$ cat src/rtl/ale_quiet_pkg.sv
package ale_quiet_pkg;
  // Conditions that can let a raw strobe pulse through
  typedef struct packed {
    logic quiet;
    logic fetch;
    logic movx;
  } pass_cond_t;
endpackage

$ cat src/rtl/ale_aux_reg.sv
module ale_aux_reg #(
  parameter int ADDR_W   = 8,
  parameter int DATA_W   = 8,
  parameter logic [ADDR_W-1:0] AUX_ADDR = 8'h8E,
  parameter int QUIET_BIT = 0
) (
  input  logic              clk,
  input  logic              rst_n,
  input  logic [ADDR_W-1:0] addr,
  input  logic              wr_en,
  input  logic [DATA_W-1:0] wdata,
  input  logic              rd_en,
  output logic [DATA_W-1:0] rdata,
  output logic              quiet
);
  logic hit;
  logic [DATA_W-1:0] view;
  logic unused_wdata;

  assign hit = (addr == AUX_ADDR);
  assign unused_wdata = ^wdata;

  always_ff @(posedge clk or negedge rst_n) begin
    if (!rst_n) quiet <= 1'b0;
    else if (wr_en && hit) quiet <= wdata[QUIET_BIT];
  end

  // Only one bit is implemented; all other bits read as 1
  for (genvar b = 0; b < DATA_W; b++) begin : g_view
    if (b == QUIET_BIT) begin : g_impl
      assign view[b] = quiet;
    end else begin : g_fixed
      assign view[b] = 1'b1;
    end
  end

  assign rdata = (rd_en && hit) ? view : '0;
endmodule

$ cat src/rtl/ale_pass_ctl.sv
module ale_pass_ctl
  import ale_quiet_pkg::*;
(
  input  pass_cond_t cond,
  output logic       allow
);
  // External activity overrides the quiet bit
  always_comb begin
    allow = 1'b1;
    if (cond.quiet && !cond.fetch && !cond.movx) allow = 1'b0;
  end
endmodule

$ cat src/rtl/ale_pulse_shaper.sv
module ale_pulse_shaper (
  input  logic clk,
  input  logic rst_n,
  input  logic raw,
  input  logic allow,
  output logic pin
);
  logic raw_q;
  logic rise;
  logic pin_nx;

  assign rise = raw && !raw_q;

  // Decide at the rising edge, then keep the choice for the pulse
  always_comb begin
    if (rise) pin_nx = allow;
    else      pin_nx = pin && raw;
  end

  always_ff @(posedge clk or negedge rst_n) begin
    if (!rst_n) begin
      raw_q <= 1'b0;
      pin   <= 1'b0;
    end else begin
      raw_q <= raw;
      pin   <= pin_nx;
    end
  end
endmodule

$ cat src/rtl/ale_quiet_unit.sv
module ale_quiet_unit
  import ale_quiet_pkg::*;
#(
  parameter int ADDR_W = 8,
  parameter int DATA_W = 8,
  parameter logic [ADDR_W-1:0] AUX_ADDR = 8'h8E,
  parameter int QUIET_BIT = 0
) (
  input  logic              clk,
  input  logic              rst_n,
  input  logic [ADDR_W-1:0] sfr_addr,
  input  logic              sfr_wr_en,
  input  logic [DATA_W-1:0] sfr_wdata,
  input  logic              sfr_rd_en,
  output logic [DATA_W-1:0] sfr_rdata,
  input  logic              ale_raw,
  input  logic              ext_fetch,
  input  logic              ext_movx,
  output logic              ale_pin
);
  logic       quiet_q;
  logic       allow;
  pass_cond_t cond;

  ale_aux_reg #(
    .ADDR_W(ADDR_W), .DATA_W(DATA_W),
    .AUX_ADDR(AUX_ADDR), .QUIET_BIT(QUIET_BIT)
  ) u_aux (
    .clk(clk), .rst_n(rst_n), .addr(sfr_addr), .wr_en(sfr_wr_en),
    .wdata(sfr_wdata), .rd_en(sfr_rd_en), .rdata(sfr_rdata),
    .quiet(quiet_q)
  );

  assign cond = '{quiet: quiet_q, fetch: ext_fetch, movx: ext_movx};

  ale_pass_ctl u_pass (.cond(cond), .allow(allow));

  ale_pulse_shaper u_shape (
    .clk(clk), .rst_n(rst_n), .raw(ale_raw), .allow(allow), .pin(ale_pin)
  );
endmodule

$ cat config.mk
export PLATFORM = sky130hd
export DESIGN_NAME = ale_quiet_unit
export DESIGN_NICKNAME = d
export VERILOG_FILES = /design/src/rtl/ale_quiet_pkg.sv /design/src/rtl/ale_aux_reg.sv /design/src/rtl/ale_pass_ctl.sv /design/src/rtl/ale_pulse_shaper.sv /design/src/rtl/ale_quiet_unit.sv
export SDC_FILE = /design/constraint.sdc
export NUM_CORES = 1
export LEC_CHECK = 0
export ABC_AREA = 1
export BUFFER_PORTS_ARGS = -buffer_cell sky130_fd_sc_hd__buf_2
export CORE_AREA = 2 2 39 41
export DETAILED_ROUTE_END_ITERATION = 8
export DIE_AREA = 0 0 41 43
export SLEW_MARGIN = 20
export SYNTH_ARGS = -nofsm -noshare
export SYNTH_HDL_FRONTEND = slang
export SYNTH_SLANG_ARGS = --single-unit
$ cat constraint.sdc
create_clock -name clk -period 1.7 [get_ports clk]
set_clock_uncertainty 0.05 [all_clocks]
set_input_delay 0 -clock clk [delete_from_list [all_inputs] [get_ports clk]]
set_output_delay 0 -clock clk [all_outputs]
set_load 0.1 [all_outputs]
# After elaboration in Yosys (flattened, before gate mapping)
# Index checks and enable logic that the tools add are counted.
# word_totals
reg_bits	3
in_bits	23
output_inout_bits	9
word_cells	16
# classes
n_eq_ne	1
n_mux	3
n_reduce_logical	9
# ops
op	count
8-bit equality test, second input constant	1
8-bit two-way mux	1
1-bit logical AND	6
1-bit logical NOT	3
1-bit two-way mux	2

# Depth between registers and ports, before layout
# Gate-level depths: netlist of the first run.
# depth
word_depth	5
mapped_depth	6
depth_no_buf	6

# Cells and area by module
# From an unflattened synthesis of the first run, not the netlist that was laid out.
# unflattened
cells_unflattened	34
area_unflattened_um2	235.2
# by_module_without_submodules
module	instances	cells_each	area_each_um2	seq_area_each_um2
ale_aux_reg	1	25	155.1	25.0
ale_pulse_shaper	1	6	67.6	50.0
ale_pass_ctl	1	3	12.5	0.0

# Worst setup path after synthesis of the first run
# Ideal clock, no wire load.
# synth_timing
path_type	in2out
from	input port sfr_addr[6]
to	output port sfr_rdata[2]
arrival_time_ps	1422
required_time_ps	1650
slack_ps	228
path_stages	6
path_buffers	1
cell_sequence	inv_1 -> nand2_1 -> nor2_2 -> nand3_2 -> inv_1 -> buf_4
# synth_between
elab_chain_len	3
# synth_rtl
item	line	text
start, declared	ale_quiet_unit.sv:11	input logic [ADDR_W-1:0] sfr_addr,
8-bit equality test	ale_aux_reg.sv:20	assign hit = (addr == AUX_ADDR);
1-bit logical AND	ale_aux_reg.sv:37	assign rdata = (rd_en && hit) ? view : '0;
8-bit two-way mux	ale_aux_reg.sv:37	
end, declared	ale_quiet_unit.sv:15	output logic [DATA_W-1:0] sfr_rdata,
# Every way passes these cells.

==> results.py, run 1 <==
metrics = {
    "floorplan": {
        "dieArea_um2": 1763,
        "i_o_pin_count": 32,
        "die_y_um": 43,
        "floorplan.rows": 14,
        "start_util_pct": 16.18,
        "die_x_um": 41,
        "core_area_um2": 1384,
    },
    "logic_synthesis": {
        "synth-seq-cells": 3,
        "synth_area_per_cell_um2": 7.225,
        "synthesis.area_um2": 224.0,
        "post-synth-top-area-fraction_pct": 33.52,
        "netlist.top_cell.by_area": "sky130_fd_sc_hd__dfrtp_1",
        "syn_nets": 54,
        "post_syn_instances": 31,
        "synth.yosys.seq_area_share_pct": 33.52,
        "synth-warning-count": 0,
        "netlist-cell-type-count": 11,
        "ys_top_cells_by_area": "sky130_fd_sc_hd__dfrtp_1 (34%), sky130_fd_sc_hd__buf_4 (20%), sky130_fd_sc_hd__inv_1 (12%), sky130_fd_sc_hd__nand2_1 (10%), sky130_fd_sc_hd__nor2_2 (8.4%)",
    },
    "clock_tree": {
        "cts_made_buffers": 3,
        "clock_sink_count": 3,
        "cts-htree-levels": 1,
        "max-clock-path-buffers": 2,
        "clkLatencyLatePin_ns": 0.24,
        "cts.root.buffer_cell": "sky130_fd_sc_hd__clkbuf_4",
        "post_cts.resized_instances": 0,
        "tritoncts": "built",
        "path_clk_slew_ns": 0.04,
    },
    "final_layout": {
        "drive_gt1_share_pct": 54.39,
        "mostFrequentLayoutCell": "sky130_fd_sc_hd__buf_2",
        "num-nets-final": 81,
        "total_inserted_antenna_cells": 0,
        "final_cell_mix": "sky130_fd_sc_hd__buf_2 (24), sky130_fd_sc_hd__inv_1 (7), sky130_fd_sc_hd__nand2_1 (6)",
        "synthToLayoutAreaGrowth_pct": 72.07,
        "num-fill-cells": 165,
    },
    "run_status": {
        "status": "finished, final reports clean",
    },
    "timing": {
        "maxClockFrequency_ghz": 0.8047,
        "rsz_0062_raised_after_global_routing": "no",
        "finalWorstSetupSlack_ns": 0.4573,
        "maxSlewViolCount": 0,
        "finalSetupTns_ns": 0,
        "shortest_clock_period_the_worst_path_allows_after_layout_ns": 1.243,
        "final-hold-violation-count": 0,
        "finalSetupViolations": 0,
        "slew_headroom_pct": 67.75,
        "timing_worst_slew_pin_value_ns": 0.4870,
        "period_share_pct": 73.10,
        "timing.hold.ws_ns": 0.02289,
    },
    "global_routing": {
        "pin_count_of_the_biggest_net_entering_global_routing": 8,
        "total_gr_overflow": 0,
        "antenna_violations_before_repair": 0,
        "groute.usage.overall_pct": 8.048,
        "grt_first_pass_wirelength_um": 924,
        "vias_in_the_first_global_route": 282,
    },
    "detailed_routing": {
        "avgViaCountPerCell": 3.712,
        "route.detailed.wl_per_inst_um": 7.082,
        "dr_wl_met3_um": 47,
        "count_of_tritonroute_iterations_in_the_first_routing_pass": 3,
        "route.met2.wl_um": 296,
        "ant_nets": 0,
        "route.layer.met1.wl_um": 156,
        "finalWirelength_um": 517,
        "top_layer": "met4",
        "remaining_drc_errors": 0,
        "drt_iter0_drc": 1,
        "vias": 271,
    },
    "pwr": {
        "power_leakage_nw": 0.2375,
        "power_per_cell_area_nw_per_um2": 665.7,
        "post-layout-total-power_mw": 0.2566,
        "vdd_drop_max_mv": 0.2368,
    },
    "flow_run": {
        "max_cap_violations": 0,
    },
    "placement": {
        "detailedPlacementHpwl_um": 411.2,
        "pre_cts_slack_ns": 0.6219,
        "gp_congestion": 0.5816,
        "io_buffer_count": 24,
    },
    "critical_path": {
        "timing.critical_path.from_type": "primary input",
        "timing.critical_path.fanout_max": 1,
        "cp.arrival_ns": 1.32,
        "timing.critical_path.to_type": "register",
        "cp_data_required_time_ns": 1.78,
        "timing.setup.critical_path_class": "primary input to register",
    },
    "min_path": {
        "worstHoldPathType": "primary input to register",
    },
}
==> power breakdown <==
group | total (mW) | internal, mW | switching (mW)
registers | 0.0774 | 0.0758 | 0.00166
logic | 0.0512 | 0.0220 | 0.0292
clock network | 0.128 | 0.0881 | 0.0398
total | 0.257 | 0.186 | 0.0706
==> synthesized netlist by cell type <==
library cell and instances:
sky130_fd_sc_hd__nor2_1 1, sky130_fd_sc_hd__inv_1 7, sky130_fd_sc_hd__nand3_1 1, sky130_fd_sc_hd__o21ai_0 1
sky130_fd_sc_hd__nand4_1 1, sky130_fd_sc_hd__buf_4 6, sky130_fd_sc_hd__dfrtp_1 3, sky130_fd_sc_hd__nand3_2 1
sky130_fd_sc_hd__nor2_2 3, sky130_fd_sc_hd__nand2_1 6, sky130_fd_sc_hd__a31oi_1 1
==> registers in the layout, indices dropped and copies added (netlist names) <==
register and count:
u_shape.raw_q 1, u_shape.pin 1, u_aux.quiet 1
==> per-layer routing <==
metal | track usage, % | vias to the layer above
met4 | 8.000 | 0
met2 | 12.19 | 11
li1 | - | 139
met1 | 7.443 | 119
met5 | 0 | -
met3 | 3.141 | 2
==> logic make-up (layout without fill, tap and decap cells) <==
group / count (synthesis) / count (layout) / share of synthesized area [%]
flops: 3 / 3 / 33.52
buf+inv: 13 / 39 / 31.84
simple gates: 13 / 13 / 29.61
compound gates: 2 / 2 / 5.028
==> repair_timing <==
action / CTS / global route
setup buffers: 0 / 0
hold buffers: 4 / 0
endpoints found under the hold margin: 6 / 0
==> worst max-delay path, cell delays in order <==
cell and delay, ns:
sky130_fd_sc_hd__dlygate4sd3_1 0.53, sky130_fd_sc_hd__buf_2 0.11, sky130_fd_sc_hd__nand4_1 0.07, sky130_fd_sc_hd__dlygate4sd3_1 0.55, sky130_fd_sc_hd__nand2_1 0.05
==> worst paths after layout <==
| check | cells after the start | from | slack, ns | end |
|---|---|---|---|---|
| max | 5 | sfr_wdata[0] | 0.46 | u_aux.quiet |
| min | 4 | sfr_wr_en | 0.02 | u_aux.quiet |
| max reg2reg | 3 | u_shape.raw_q | 0.94 | u_shape.pin |
| min reg2reg | 1 | u_aux.quiet | 0.43 | u_shape.pin |
| max in group asynchronous | 2 | rst_n | 1.45 | u_shape.pin |
| min in group asynchronous | 2 | rst_n | 0.05 | u_aux.quiet |
==> through the flow <==
stage               instance area (µm²)  util [%]  cells
floorplan                         224.0         -     31
CTS                               385.4     27.85     73
global placement                  319.1     23.06     65
global route                      385.4     27.85     73
detailed placement                319.1     23.06     65
finish                            385.4     27.85     73
==> final cells by class <==
class	count	area [µm²]	share of cell area (%)
multi-input combinational	15	77.57	20.13
sequential	3	75.07	19.48
timing repair buffer	28	160.2	41.56
tap	16	20.02	5.195
clock buffer	4	26.28	6.818
inverter	7	26.28	6.818
(Power assumes the default switching activity.)
==> run 2: changes to the inputs <==
==> constraint.sdc (replaced) <==
create_clock -name clk -period 1.1 [get_ports clk]
set_clock_uncertainty 0.05 [all_clocks]
set_input_delay 0 -clock clk [delete_from_list [all_inputs] [get_ports clk]]
set_output_delay 0 -clock clk [all_outputs]
set_load 0.1 [all_outputs]
==> run 2 against run 1 <==
Against the previous run:
- cell area rose by 45%
- clock power increased by 46%
- critical path type is now register to output pin
- utilization is 13 points higher
- via count unchanged
- highest routed layer is now met3
- total power grew 63%
==> results.py, run 2 (synthesis gave the netlist of run 1 again) <==
metrics = {
    "placement": {
        "pre_cts_slack_ns": 0.06783,
        "io_buffer_count": 24,
        "dpl.cell_count": 65,
        "detailedPlacementHpwl_um": 488.1,
        "gp_congestion": 0.6077,
    },
    "global_routing": {
        "antenna_violations_before_repair": 0,
        "groute.usage.overall_pct": 9.063,
        "total_gr_overflow": 0,
        "vias_in_the_first_global_route": 284,
        "pin_count_of_the_biggest_net_entering_global_routing": 8,
        "grt_first_pass_wirelength_um": 1021,
    },
    "final_layout": {
        "drive_gt1_share_pct": 70.18,
        "area_of_the_multi_input_gates_um2": 95.09,
        "synthToLayoutAreaGrowth_pct": 150.3,
        "final_cell_mix": "sky130_fd_sc_hd__buf_2 (15), sky130_fd_sc_hd__buf_12 (9), sky130_fd_sc_hd__dlygate4sd3_1 (4)",
        "instances_no_fill": 73,
        "final_core_util_pct": 40.51,
        "num-nets-final": 81,
        "reg.largest.list": "u_aux.quiet: 1 flops, u_shape.pin: 1 flops, u_shape.raw_q: 1 flops",
        "total_inserted_antenna_cells": 0,
        "register_area_um2": 76.32,
        "num-fill-cells": 137,
        "mostFrequentLayoutCell": "sky130_fd_sc_hd__buf_2",
    },
    "timing": {
        "slew_headroom_pct": 79.48,
        "maxClockFrequency_ghz": 0.9563,
        "final-hold-violation-count": 0,
        "timing.hold.ws_ns": 0.03288,
        "finalSetupTns_ns": 0,
        "shortest_clock_period_the_worst_path_allows_after_layout_ns": 1.046,
        "timing_worst_slew_pin_value_ns": 0.3071,
        "period_share_pct": 95.07,
        "finalWorstSetupSlack_ns": 0.05426,
        "rsz_0062_raised_after_global_routing": "yes",
        "finalSetupViolations": 0,
        "maxSlewViolCount": 0,
    },
    "clock_tree": {
        "max-clock-path-buffers": 2,
        "postCtsSetupBuffers": 0,
        "clkLatencyLatePin_ns": 0.23,
        "cts_made_buffers": 3,
        "cts-htree-levels": 1,
        "clock_sink_count": 3,
        "path_clk_slew_ns": 0.04,
        "cts.root.buffer_cell": "sky130_fd_sc_hd__clkbuf_4",
        "tritoncts": "built",
    },
    "floorplan": {
        "i_o_pin_count": 32,
        "core_area_um2": 1384,
        "dieArea_um2": 1763,
        "floorplan.rows": 14,
        "die_y_um": 43,
        "die_x_um": 41,
        "start_util_pct": 16.18,
    },
    "flow_run": {
        "max_cap_violations": 0,
    },
    "detailed_routing": {
        "drt_iter0_drc": 1,
        "route.detailed.wl_per_inst_um": 7.726,
        "finalWirelength_um": 564,
        "avgViaCountPerCell": 3.712,
        "count_of_tritonroute_iterations_in_the_first_routing_pass": 2,
        "vias": 271,
        "remaining_drc_errors": 0,
        "ant_nets": 0,
    },
    "critical_path": {
        "delay_contributed_by_the_slowest_stage_of_the_critical_path_ns": 0.37,
        "worstRegToRegCells": 2,
        "timing.critical_path.from_type": "register",
        "timing.critical_path.to_type": "output pin",
        "worst_path_max_delay_cell": "sky130_fd_sc_hd__dfrtp_1",
        "timing.critical_path.fanout_max": 3,
        "timing.setup.critical_path_class": "register to output pin",
        "cp_data_required_time_ns": 1.05,
        "cp.arrival_ns": 1.00,
        "timing.critical_path.cells": "inv_1 > nor2_2 > buf_12",
    },
    "min_path": {
        "worstHoldPathType": "primary input to register",
        "min_delay_path_depth": 3,
    },
    "pwr": {
        "vdd_drop_max_mv": 0.2810,
        "power_per_cell_area_nw_per_um2": 744.7,
        "power_leakage_nw": 0.2588,
    },
    "run_status": {
        "status": "finished, final reports clean",
    },
}
==> run 2: cell types whose count changed in the layout (fill, tap and decap cells not counted), moves of 2 or more <==
cell                      before  now
sky130_fd_sc_hd__nand2_2       0    2
sky130_fd_sc_hd__inv_4         0    2
sky130_fd_sc_hd__buf_12        0    9
sky130_fd_sc_hd__nand2_1       6    3
sky130_fd_sc_hd__inv_1         7    2
sky130_fd_sc_hd__buf_2        24   15
==> run 2: worst max-delay path: cells and delay by family (launching register included) <==
family | cells | cell delay (ns)
flip-flops | 1 | 0.37
buffers and inverters | 2 | 0.25
AND/OR/NAND/NOR | 1 | 0.15
==> run 2: final cells by class <==
cell class	instances	area share, %
Timing Repair Buffer	28	52.68
Multi-Input combinational cell	15	16.96
Sequential cell	3	13.62
Inverter	7	8.482
Clock buffer	4	4.687
Tap cell	16	3.571
==> run 2: report_power, final <==
group	internal (mW)	switching, mW
Combinational	0.0512	0.0566
Sequential	0.118	0.00452
Clock	0.136	0.0519
==> run 2: final timing paths <==
path | from | endpoint | slack, ns
max | u_aux.quiet | sfr_rdata[0] | 0.05
min | ext_movx | u_shape.pin | 0.03
max reg2reg | u_shape.pin | u_shape.pin | 0.26
min reg2reg | u_aux.quiet | u_shape.pin | 0.46
max in group asynchronous | rst_n | u_shape.pin | 0.82
min in group asynchronous | rst_n | u_aux.quiet | 0.07
==> run 2: repair_timing <==
item,in CTS,in global routing
hold endpoints to repair,6,0
resized for setup,0,0
hold buffers,4,0
endpoints found under the setup margin,0,1
==> run 2: through the flow <==
stage / cell area (µm²) / total power, mW
after CTS: 560.5 / 0.4292
after global routing: 560.5 / 0.4409
after floorplan: 291.5 / 0.1698
final: 560.5 / 0.4175
after global placement: 494.2 / 0.2193
after detailed placement: 494.2 / 0.2216
==> run 2: per-layer routing <==
metal / routed length [µm] / part of all wire (%) / up-vias / track usage [%]
met5: 0 / 0 / - / 0
met1: 149 / 26 / 120 / 6.818
met2: 360 / 64 / 13 / 15.94
met4: 0 / 0 / 0 / 8.000
li1: - / - / 138 / -
met3: 55 / 9.8 / 0 / 3.141
==> run 3: changes to the inputs <==
--- a/config.mk
+++ b/config.mk
@@ -13,4 +13,5 @@
 export SLEW_MARGIN = 20
 export SYNTH_ARGS = -nofsm -noshare
 export SYNTH_HDL_FRONTEND = slang
+export SYNTH_HIERARCHICAL = 1
 export SYNTH_SLANG_ARGS = --single-unit
==> run 3 against run 2 <==
Against the previous run:
- critical path depth is 4 higher
- register-to-register slack better by 0.11 ns
- hold slack worse by 0.024 ns
- total power is 0.18% higher
- sequential share of layout area hardly changed
- clock power hardly changed
- critical endpoint is now sfr_rdata[7]
- highest routed layer unchanged
==> results.py, run 3 <==
metrics = {
    "logic_synthesis": {
        "post_synth_mux_area_share_pct": 0,
        "netlist.top_cell.by_area": "sky130_fd_sc_hd__dfrtp_1",
        "synth-simple-area-share_pct": 34.57,
        "netlist-cell-type-count": 8,
        "synth-seq-cells": 3,
        "synth_area_per_cell_um2": 6.918,
        "synthesis.area_um2": 235.2,
        "syn_nets": 57,
        "async_set_or_reset_register_ratio_after_synthesis_pct": 100.0,
        "synth_edf_count": 0,
        "post-synth-top-area-fraction_pct": 31.91,
        "synth_compound_area_share_pct": 0,
        "synth.yosys.seq_area_share_pct": 31.91,
        "post_syn_instances": 34,
        "leading_register_cell_type_out_of_synthesis": "sky130_fd_sc_hd__dfrtp_1",
        "ys_top_cells_by_area": "sky130_fd_sc_hd__dfrtp_1 (32%), sky130_fd_sc_hd__buf_4 (19%), sky130_fd_sc_hd__inv_1 (14%), sky130_fd_sc_hd__nand2_1 (11%), sky130_fd_sc_hd__nand3_1 (8.5%)",
        "post_synth_most_frequent_cells": "sky130_fd_sc_hd__inv_1 (9), sky130_fd_sc_hd__nand2_1 (7), sky130_fd_sc_hd__buf_4 (6), sky130_fd_sc_hd__nand3_1 (4)",
        "synth_xor_area_share_pct": 0,
        "synthMostInstantiatedCell": "sky130_fd_sc_hd__inv_1",
        "synth_top_family_by_area": "simple AND/OR/NAND/NOR gates",
        "synth-warning-count": 6,
        "yosys.area_share.adder_pct": 0,
    },
    "timing": {
        "period_share_pct": 93.36,
        "timing.hold.ws_ns": 0.008463,
        "rsz_0062_raised_after_global_routing": "no",
        "timing_worst_slew_pin_value_ns": 0.3066,
        "final-hold-violation-count": 0,
        "finalWorstSetupSlack_ns": 0.07309,
        "finalSetupTns_ns": 0,
        "finalSetupViolations": 0,
        "maxClockFrequency_ghz": 0.9738,
        "maxSlewViolCount": 0,
        "shortest_clock_period_the_worst_path_allows_after_layout_ns": 1.027,
        "slew_headroom_pct": 79.52,
    },
    "critical_path": {
        "cp.arrival_ns": 0.98,
        "timing.critical_path.from_type": "primary input",
        "timing.critical_path.cells": "buf_2 > inv_12 > nand2_4 > nor2_4 > nand3_2 > clkinvlp_4 > buf_12",
        "timing.critical_path.to_type": "output pin",
        "worst_path_max_delay_cell": "sky130_fd_sc_hd__clkinvlp_4",
        "timing.critical_path.fanout_max": 7,
        "cp_data_required_time_ns": 1.05,
        "worstRegToRegCells": 3,
        "timing.critical_path.to": "sfr_rdata[7]",
        "rr_startpoint": "u_aux/quiet",
        "reg_to_reg_critical_path_endpoint": "u_shape/pin",
        "timing.setup.critical_path_class": "primary input to output pin",
        "delay_contributed_by_the_slowest_stage_of_the_critical_path_ns": 0.27,
        "worst-r2r-setup-slack_ns": 0.37,
        "worst_setup_path_startpoint": "sfr_addr[0]",
    },
    "final_layout": {
        "total_inserted_antenna_cells": 0,
        "reg.largest.list": "u_aux/quiet: 1 flops, u_shape/pin: 1 flops, u_shape/raw_q: 1 flops",
        "num-fill-cells": 133,
        "fin_area_um2": 561.8,
        "synthToLayoutAreaGrowth_pct": 138.8,
        "instances_no_fill": 75,
        "final_cell_mix": "sky130_fd_sc_hd__buf_2 (15), sky130_fd_sc_hd__buf_12 (9), sky130_fd_sc_hd__nand2_1 (4), sky130_fd_sc_hd__inv_1 (4), sky130_fd_sc_hd__nand3_1 (4)",
        "mostFrequentLayoutCell": "sky130_fd_sc_hd__buf_2",
        "drive_gt1_share_pct": 67.80,
        "final_core_util_pct": 40.60,
        "area_of_the_multi_input_gates_um2": 98.84,
        "num-nets-final": 83,
        "register_area_um2": 76.32,
    },
    "floorplan": {
        "i_o_pin_count": 32,
        "dieArea_um2": 1763,
        "start_util_pct": 17.00,
        "core_area_um2": 1384,
        "floorplan.rows": 14,
        "die_x_um": 41,
        "die_y_um": 43,
    },
    "placement": {
        "gp_congestion": 0.5846,
        "pre_cts_slack_ns": 0.06252,
        "instance_area_at_placement_um2": 505.5,
        "dpl.cell_count": 68,
        "io_buffer_count": 24,
        "detailedPlacementHpwl_um": 440.7,
    },
    "detailed_routing": {
        "route.detailed.wl_per_inst_um": 6.440,
        "drt_iter0_drc": 0,
        "ant_nets": 0,
        "vias": 273,
        "finalWirelength_um": 483,
        "avgViaCountPerCell": 3.640,
        "remaining_drc_errors": 0,
        "count_of_tritonroute_iterations_in_the_first_routing_pass": 1,
    },
    "clock_tree": {
        "cts-htree-levels": 1,
        "postCtsSetupBuffers": 0,
        "path_clk_slew_ns": 0.03,
        "clock_sink_count": 3,
        "max-clock-path-buffers": 2,
        "tritoncts": "built",
        "clkLatencyLatePin_ns": 0.22,
        "post_cts.resized_instances": 0,
        "cts_made_buffers": 3,
        "cts.root.buffer_cell": "sky130_fd_sc_hd__clkbuf_4",
    },
    "global_routing": {
        "antenna_violations_before_repair": 0,
        "vias_in_the_first_global_route": 241,
        "total_gr_overflow": 0,
        "grt_first_pass_wirelength_um": 834,
        "groute.usage.overall_pct": 6.841,
        "pin_count_of_the_biggest_net_entering_global_routing": 8,
    },
    "min_path": {
        "worstHoldPathType": "primary input to register",
    },
    "run_status": {
        "status": "finished, final reports clean",
    },
    "pwr": {
        "cellInternalPower_mw": 0.3034,
        "power.share.combinational_pct": 25.6,
        "vdd_drop_max_mv": 0.2626,
        "switching_share_pct": 27.46,
        "clockPowerShare_pct": 44.9,
        "post-layout-total-power_mw": 0.4182,
        "power_per_cell_area_nw_per_um2": 744.4,
        "power_switching_mw": 0.1148,
        "seqPwrFrac_pct": 29.4,
        "power_leakage_nw": 0.2689,
    },
    "flow_run": {
        "max_cap_violations": 0,
    },
}
## run 3: changes by cell type after synthesis
cell | before | now
sky130_fd_sc_hd__a31oi_1 | 1 | 0
sky130_fd_sc_hd__nor2_1 | 1 | 0
sky130_fd_sc_hd__nand2_1 | 6 | 7
sky130_fd_sc_hd__o21ai_0 | 1 | 0
sky130_fd_sc_hd__nand3_1 | 1 | 4
sky130_fd_sc_hd__inv_1 | 7 | 9
## run 3: layout make-up
class | count | share of cell area, %
clock buffers | 4 | 4.677
inverters | 9 | 9.800
multi-input cells | 16 | 17.59
flip-flops and latches | 3 | 13.59
well taps | 16 | 3.563
repair buffers | 27 | 50.78
## run 3: worst min-delay path by stage
stage | endpoint | start | depth (start not counted) | slack [ns]
finish | u_aux/quiet | sfr_wr_en | 3 | 0.008
floorplan | u_aux/quiet | rst_n | 0 | -0.35
global route | u_shape/pin | rst_n | 2 | 0.04
global placement | u_shape/raw_q | rst_n | 1 | -0.25
CTS | u_aux/quiet | sfr_wr_en | 3 | 0.008
detailed placement | u_shape/raw_q | rst_n | 1 | -0.25
## run 3: power by group through the flow
stage | clock [mW] | combinational [mW] | sequential, mW
after floorplan | 0 | 0.0305 | 0.142
after global placement | 0 | 0.0986 | 0.124
after detailed placement | 0 | 0.100 | 0.124
after CTS | 0.188 | 0.108 | 0.123
after global routing | 0.203 | 0.116 | 0.124
final | 0.188 | 0.107 | 0.123
## run 3: repair_timing
| item | in CTS | in global routing |
|---|---|---|
| endpoints found under the hold margin | 5 | 0 |
| hold buffers | 3 | 0 |
| setup endpoints to repair | 0 | 0 |
## run 3: cells by family after synthesis
kind of cell	count (synthesis)
buffers and inverters	15
AND/OR/NAND/NOR	16
flip-flops	3
## run 3: critical path: cells and delay by family
kind                   cells  cell delay (ns)
buffers and inverters      4             0.68
AND/OR/NAND/NOR            3             0.28
## run 3: per-layer routing
layer,vias up,track usage (%),wire length [µm]
met5,-,0,0
met4,0,4.000,0
met3,0,0,62
met2,16,12.81,271
met1,113,6.796,148
li1,144,-,-
